File: src/rtl/bwc_pkg.sv
package bwc_pkg;

  // Number of data words gathered per write burst (two per cycle).
  localparam int BURST_WORDS = 4;
  localparam int WORDS_PER_CYCLE = 2;

  // Collection phase of the write sequencer.
  typedef enum logic [1:0] {
    COL_IDLE   = 2'd0,
    COL_FIRST  = 2'd1,
    COL_SECOND = 2'd2
  } col_phase_t;

endpackage

File: src/rtl/bwc_req_seq.sv
module bwc_req_seq
  import bwc_pkg::*;
#(
  parameter int ADDR_W = 6
) (
  input  logic              clk,
  input  logic              rst,
  input  logic              req_i,
  input  logic [ADDR_W-1:0] addr_i,
  output logic              accept_o,
  output logic              take_first_o,
  output logic              take_second_o,
  output logic              busy_o,
  output logic [ADDR_W-1:0] addr_q_o
);

  col_phase_t phase_q, phase_d;

  // A request is dropped only while the first word pair of the previous one is pending.
  assign accept_o = req_i && (phase_q != COL_FIRST);

  always_comb begin
    case (phase_q)
      COL_FIRST: phase_d = COL_SECOND;
      default:   phase_d = accept_o ? COL_FIRST : COL_IDLE;
    endcase
  end

  always_ff @(posedge clk) begin
    if (rst) begin
      phase_q  <= COL_IDLE;
      addr_q_o <= '0;
    end else begin
      phase_q <= phase_d;
      if (accept_o) addr_q_o <= addr_i;
    end
  end

  assign take_first_o  = (phase_q == COL_FIRST);
  assign take_second_o = (phase_q == COL_SECOND);
  assign busy_o        = (phase_q != COL_IDLE);

  AST_NO_B2B_ACCEPT: assert property (@(posedge clk) disable iff (rst)
    accept_o |=> !accept_o);
  AST_ACCEPT_OPENS: assert property (@(posedge clk) disable iff (rst)
    accept_o |=> (phase_q == COL_FIRST) && (addr_q_o == $past(addr_i)));
  AST_FIRST_THEN_SECOND: assert property (@(posedge clk) disable iff (rst)
    (phase_q == COL_FIRST) |=> (phase_q == COL_SECOND));

endmodule

File: src/rtl/bwc_gather.sv
module bwc_gather
  import bwc_pkg::*;
#(
  parameter int WORD_W = 18,
  parameter int LANE_W = 9,
  parameter int ADDR_W = 6,
  localparam int LPW = WORD_W / LANE_W,
  localparam int PAIR_W = WORDS_PER_CYCLE * WORD_W,
  localparam int PAIR_L = WORDS_PER_CYCLE * LPW,
  localparam int LINE_W = BURST_WORDS * WORD_W,
  localparam int LINE_L = BURST_WORDS * LPW
) (
  input  logic              clk,
  input  logic              rst,
  input  logic              accept_i,
  input  logic              take_first_i,
  input  logic              take_second_i,
  input  logic [ADDR_W-1:0] addr_q_i,
  input  logic [WORD_W-1:0] d_rise_i,
  input  logic [WORD_W-1:0] d_fall_i,
  input  logic [LPW-1:0]    be_rise_i,
  input  logic [LPW-1:0]    be_fall_i,
  output logic [PAIR_W-1:0] open_data_o,
  output logic [PAIR_L-1:0] open_be_o,
  output logic              line_vld_o,
  output logic [ADDR_W-1:0] line_addr_o,
  output logic [LINE_W-1:0] line_data_o,
  output logic [LINE_L-1:0] line_be_o
);

  always_ff @(posedge clk) begin
    if (rst) begin
      open_data_o <= '0;
      open_be_o   <= '0;
      line_vld_o  <= 1'b0;
      line_addr_o <= '0;
      line_data_o <= '0;
      line_be_o   <= '0;
    end else begin
      line_vld_o <= take_second_i;
      if (take_first_i) begin
        open_data_o <= {d_fall_i, d_rise_i};
        open_be_o   <= {be_fall_i, be_rise_i};
      end else if (accept_i) begin
        open_be_o <= '0;
      end
      if (take_second_i) begin
        line_addr_o <= addr_q_i;
        line_data_o <= {d_fall_i, d_rise_i, open_data_o};
        line_be_o   <= {be_fall_i, be_rise_i, open_be_o};
      end
    end
  end

  AST_LINE_SINGLE: assert property (@(posedge clk) disable iff (rst)
    line_vld_o |=> !line_vld_o);
  AST_FIRST_MASK_EMPTY: assert property (@(posedge clk) disable iff (rst)
    take_first_i |-> (open_be_o == '0));

endmodule

File: src/rtl/bwc_lane_array.sv
module bwc_lane_array #(
  parameter int ADDR_W = 6,
  parameter int LANE_W = 9,
  parameter int LANES  = 8,
  localparam int DEPTH  = 1 << ADDR_W,
  localparam int LINE_W = LANES * LANE_W
) (
  input  logic              clk,
  input  logic              we_i,
  input  logic [ADDR_W-1:0] waddr_i,
  input  logic [LINE_W-1:0] wdata_i,
  input  logic [LANES-1:0]  wbe_i,
  input  logic [ADDR_W-1:0] raddr_i,
  output logic [LINE_W-1:0] rdata_o
);

  // One narrow memory per byte lane so each maps onto a RAM column with its own enable.
  for (genvar g = 0; g < LANES; g++) begin : g_lane
    logic [LANE_W-1:0] mem [DEPTH];
    logic [LANE_W-1:0] rd_q;

    always_ff @(posedge clk) begin
      if (we_i && wbe_i[g]) mem[waddr_i] <= wdata_i[g*LANE_W +: LANE_W];
      rd_q <= mem[raddr_i];
    end

    assign rdata_o[g*LANE_W +: LANE_W] = rd_q;
  end

endmodule

File: src/rtl/burst_write_collector.sv
module burst_write_collector
  import bwc_pkg::*;
#(
  parameter int ADDR_W = 6,
  parameter int WORD_W = 18,
  parameter int LANE_W = 9,
  localparam int LPW = WORD_W / LANE_W,
  localparam int PAIR_W = WORDS_PER_CYCLE * WORD_W,
  localparam int PAIR_L = WORDS_PER_CYCLE * LPW,
  localparam int LINE_W = BURST_WORDS * WORD_W,
  localparam int LINE_L = BURST_WORDS * LPW
) (
  input  logic              clk,
  input  logic              rst,
  input  logic              wr_req,
  input  logic [ADDR_W-1:0] wr_addr,
  input  logic [WORD_W-1:0] wr_d_rise,
  input  logic [WORD_W-1:0] wr_d_fall,
  input  logic [LPW-1:0]    wr_be_rise,
  input  logic [LPW-1:0]    wr_be_fall,
  input  logic [ADDR_W-1:0] rd_addr,
  output logic [LINE_W-1:0] rd_data,
  output logic              fwd_open_vld,
  output logic [ADDR_W-1:0] fwd_open_addr,
  output logic [PAIR_W-1:0] fwd_open_data,
  output logic [PAIR_L-1:0] fwd_open_be,
  output logic              fwd_line_vld,
  output logic [ADDR_W-1:0] fwd_line_addr,
  output logic [LINE_W-1:0] fwd_line_data,
  output logic [LINE_L-1:0] fwd_line_be
);

  logic accept, take_first, take_second;

  bwc_req_seq #(.ADDR_W(ADDR_W)) u_seq (
    .clk          (clk),
    .rst          (rst),
    .req_i        (wr_req),
    .addr_i       (wr_addr),
    .accept_o     (accept),
    .take_first_o (take_first),
    .take_second_o(take_second),
    .busy_o       (fwd_open_vld),
    .addr_q_o     (fwd_open_addr)
  );

  bwc_gather #(.WORD_W(WORD_W), .LANE_W(LANE_W), .ADDR_W(ADDR_W)) u_gather (
    .clk          (clk),
    .rst          (rst),
    .accept_i     (accept),
    .take_first_i (take_first),
    .take_second_i(take_second),
    .addr_q_i     (fwd_open_addr),
    .d_rise_i     (wr_d_rise),
    .d_fall_i     (wr_d_fall),
    .be_rise_i    (wr_be_rise),
    .be_fall_i    (wr_be_fall),
    .open_data_o  (fwd_open_data),
    .open_be_o    (fwd_open_be),
    .line_vld_o   (fwd_line_vld),
    .line_addr_o  (fwd_line_addr),
    .line_data_o  (fwd_line_data),
    .line_be_o    (fwd_line_be)
  );

  bwc_lane_array #(.ADDR_W(ADDR_W), .LANE_W(LANE_W), .LANES(LINE_L)) u_array (
    .clk    (clk),
    .we_i   (fwd_line_vld),
    .waddr_i(fwd_line_addr),
    .wdata_i(fwd_line_data),
    .wbe_i  (fwd_line_be),
    .raddr_i(rd_addr),
    .rdata_o(rd_data)
  );

  AST_RESET_QUIET: assert property (@(posedge clk)
    $past(rst) |-> (!fwd_open_vld && !fwd_line_vld));

endmodule

File: config.mk
export PLATFORM = sky130hd
export DESIGN_NAME = burst_write_collector
export DESIGN_NICKNAME = d
export VERILOG_FILES = /design/src/rtl/bwc_pkg.sv /design/src/rtl/bwc_req_seq.sv /design/src/rtl/bwc_gather.sv /design/src/rtl/bwc_lane_array.sv /design/src/rtl/burst_write_collector.sv
export SDC_FILE = /design/constraint.sdc
export NUM_CORES = 2
export LEC_CHECK = 0
export CORE_MARGIN = 1
export CORE_UTILIZATION = 43
export CTS_CLUSTER_SIZE = 28
export DETAILED_ROUTE_END_ITERATION = 6
export GPL_TIMING_DRIVEN = 1
export PLACE_DENSITY = 0.68
export SLEW_MARGIN = 20
export SYNTH_ARGS = -nofsm -noshare
export SYNTH_HDL_FRONTEND = slang
export SYNTH_HIERARCHICAL = 1
export SYNTH_MEMORY_MAX_BITS = 65536
export SYNTH_SLANG_ARGS = --single-unit
File: constraint.sdc
create_clock -name clk -period 2.2 [get_ports clk]
set_input_delay 0.22 -clock clk [delete_from_list [all_inputs] [get_ports clk]]
set_output_delay 0.22 -clock clk [all_outputs]
set_load 0.02 [all_outputs]
==> flow_summary_export.csv <==
group,metric,value,unit
run_status,status,"finished, violations left",
run_status,violations,"setup timing",
grt,grt_pass1_wl,737000,um
floorplan,rows,238,
timing,slew_headroom,34.8,%
floorplan,die_height,653,um
floorplan,die_area,0.426,mm2
hold_path,min_path_type,"input pin to register",
drt,ant_nets,0,
final_layout,final_cell_mix,"edfxtp_1, mux4_2, buf_4, nor2_1, clkbuf_16",
synthesis,synthesis.nets,8457,
grt,grt_max_degree,66,
drt,route.detailed.drc,0,
clock_tree,numCtsBuffers,442,
timing,fin_crit_sh,100,%
timing,fin_setup_tns,-38.3,ps
worst_setup_path,critPathKind,"register to register",
synthesis,synthesis.area,0.182,mm2
worst_setup_path,reg2reg_depth,7,
placed_design,port_buffers,260,
drt,drtIter0Drc,13586,
timing,skew,59.1,ps
synthesis,ys_warn_count,6,
clock_tree,cts_tree,"yes",
final_layout,drive_gt1_share,32.9,%
worst_setup_path,cp_data_arrival_time,2840,ps
floorplan,initial_core_util,43.3,%
worst_setup_path,path_cells,"buf_4 > buf_4 > and3_4 > nand2_1 > buf_4 > nor2_1 > buf_4",
timing,max_freq,453,MHz
final_layout,fillerInstances,32027,
worst_setup_path,cp.required,2840,ps
placed_design,place.gp.congestion,0.926,
clock_tree,worstSkewPairLatency,960,ps
synthesis,seq_area_frac_synth,78.3,%
grt,antenna_found_initial,45,
worst_setup_path,cp_common_cell,"buf_4",
grt,grt_overflow_total,0,
hold_path,hold_start,"wr_req",
final_layout,layout.nets,9976,
timing,tightest_slew,969,ps
worst_setup_path,crit_end,"u_array/g_lane[1].mem[56][5]",
grt,first_global_vias,95139,
pwr,power_density,855,mW/mm2
worst_setup_path,critical_path.startpoint,"u_gather/line_addr_o[5]",
pwr,p_leak,68.8,nW
floorplan,die_width,653,um
drt,via_per_inst,6.08,
final_layout,syn2layout_area_growth,19.0,%
drt,wl,533000,um
grt,grt_use_total,24.6,%
timing,period_needed,2210,ps
run,cap_violations,0,
drt,vias,97268,
floorplan,io-pin-count,261,
synthesis,yosysUniqueCellTypes,44,
drt,wl_per_cell,33.3,um
worst_setup_path,slowest_stage,"dfxtp_1",
pwr,p_total,0.185,W
synthesis,ys_ff_latch,4815,
clock_tree,clockBufferDepth,4,
floorplan,core_area,0.421,mm2
worst_setup_path,cp-start-kind,"register",
worst_setup_path,regToRegSetupSlack,-8,ps
timing,finalHoldViolCount,0,
clock_tree,root_buffer,"clkbuf_16",
timing,rsz0062_at_grt,"yes",
worst_setup_path,end_kind,"register",
pwr,irDropWorstVdd,817,uV
timing,hold_slack,77.0,ps
timing,setup_viol,7,
placed_design,dp_hpwl,358000,um
worst_setup_path,path_max_fanout,9,
worst_setup_path,worstReg2RegStart,"u_gather/line_addr_o[5]",
timing,slew_violations,0,
drt,dr.pass1.iters,6,
clock_tree,clkSinkCount,4815,
worst_setup_path,r2r_end,"u_array/g_lane[1].mem[56][5]",
synthesis,synth_cells,8402,
final_layout,final_common_cell,"edfxtp_1",
synthesis,syn_avg_cell_area,21.7,um2
worst_setup_path,critical-path-max-stage-delay,420,ps
timing,fin_ws,-7.97,ps
clock_tree,htreeDepth,5,
final_layout,post-route-util,51.5,%
clock_tree,clkTransAtPathRegs,70,ps
worst max-delay path, delay by kind of cell (launching register included):
kind                   cells  cell delay, ps
buffers and inverters      4             810
and+or+nand+nor            3             630
DFF                        1             420
layout make-up:
type / count / area (um2) / share of cell area [%]
sequential: 4815 / 143000 / 65.8
clock inverter: 239 / 2280 / 1.05
tap: 5640 / 7060 / 3.26
clock buffer: 573 / 12100 / 5.56
multi-input combinational: 3081 / 37800 / 17.4
antenna: 81 / 203 / 0.0935
inverter: 1 / 3.75 / 0.00173
timing repair buffer: 1580 / 14800 / 6.81
synthesized netlist by cell type (all sizes together):
cell,number,share of area [%]
a2111oi,11,0.091
a211o,1,0.0048
a211oi,20,0.082
a21bo,6,0.033
a21oi,88,0.24
a221oi,34,0.16
a22o,22,0.11
a22oi,11,0.045
and2,5,0.017
and2b,1,0.0041
and3,13,0.045
and3b,3,0.014
buf,288,0.94
clkbuf,217,0.45
dfxtp,207,2.3
edfxtp,4608,76
inv,1,0.0021
mux2,33,0.20
mux2i,248,1.4
mux4,1130,14
nand2,100,0.21
nand2b,11,0.042
nand3,6,0.016
nor2,718,1.5
nor2b,29,0.10
nor3,37,0.10
nor3b,6,0.025
nor4,60,0.21
o211ai,1,0.0041
o21ai,67,0.18
o221ai,54,0.26
o22a,60,0.29
o22ai,297,1.0
or2,4,0.014
or3,1,0.0034
or3b,4,0.019
registers in the layout (all words and copies together), names as in the netlist:
name and flops:
u_array/g_lane.mem 4608, u_array/g_lane.rd_q 72, u_gather/line_data_o 72, u_gather/open_data_o 36, u_gather/line_be_o 8, u_gather/line_addr_o 6
u_seq/addr_q_o 6, u_gather/open_be_o 4, u_seq/phase_q 2, u_gather/line_vld_o 1
where the power goes:
part           switching (W)  internal, W
sequential          0.000508       0.0996
clock                 0.0332       0.0432
combinational        0.00512      0.00386
metrics by stage:
| step | setup WS [ps] | instance area (um2) | std cells |
|---|---|---|---|
| final | -7.97 | 217000 | 16010 |
| after global routing | -1.07 | 217000 | 15970 |
| after CTS | 0.792 | 217000 | 15929 |
| after detailed placement | -571 | 202000 | 15097 |
| after global placement | -650 | 202000 | 15095 |
| after floorplan | -154 | 182000 | 8402 |
routing by layer:
layer  GRT usage (%)  vias to the layer above  part of all wire, %
met1            33.6                    51557                   37
met3            6.89                      952                   13
li1                -                    38314                    -
met4            10.6                       20                  5.1
met5               0                        -                0.040
met2            37.1                     6425                   45
what timing repair did:
| action | in CTS | in global routing |
|---|---|---|
| hold buffers | 20 | 0 |
| resized for setup | 349 | 27 |
| setup buffers | 0 | 0 |
| pin swaps | 0 | 0 |
| hold endpoints to repair | 142 | 0 |
| setup endpoints to repair | 1564 | 429 |
cell families after synthesis:
group	count (synthesis)	synth area share [%]
AO/OA/AOI/OAI	672	2.52
buffers and inverters	506	1.39
flip-flops	4815	78.3
multiplexers	1411	15.5
AND/OR/NAND/NOR	998	2.29
worst min-delay path by stage:
stage / cells after the start / end / slack (ps)
2_1_floorplan: 2 / u_gather/open_be_o[0] / 360
3_3_place_gp: 2 / u_gather/line_data_o[40] / 510
3_5_place_dp: 0 / u_array/g_lane[7].mem[37][3] / 510
4_1_cts: 3 / u_gather/line_data_o[47] / 5
5_1_grt: 3 / u_gather/line_data_o[70] / 60
6_report: 3 / u_seq/phase_q[0] / 80
Note: power is estimated with default switching activity, not from simulation.
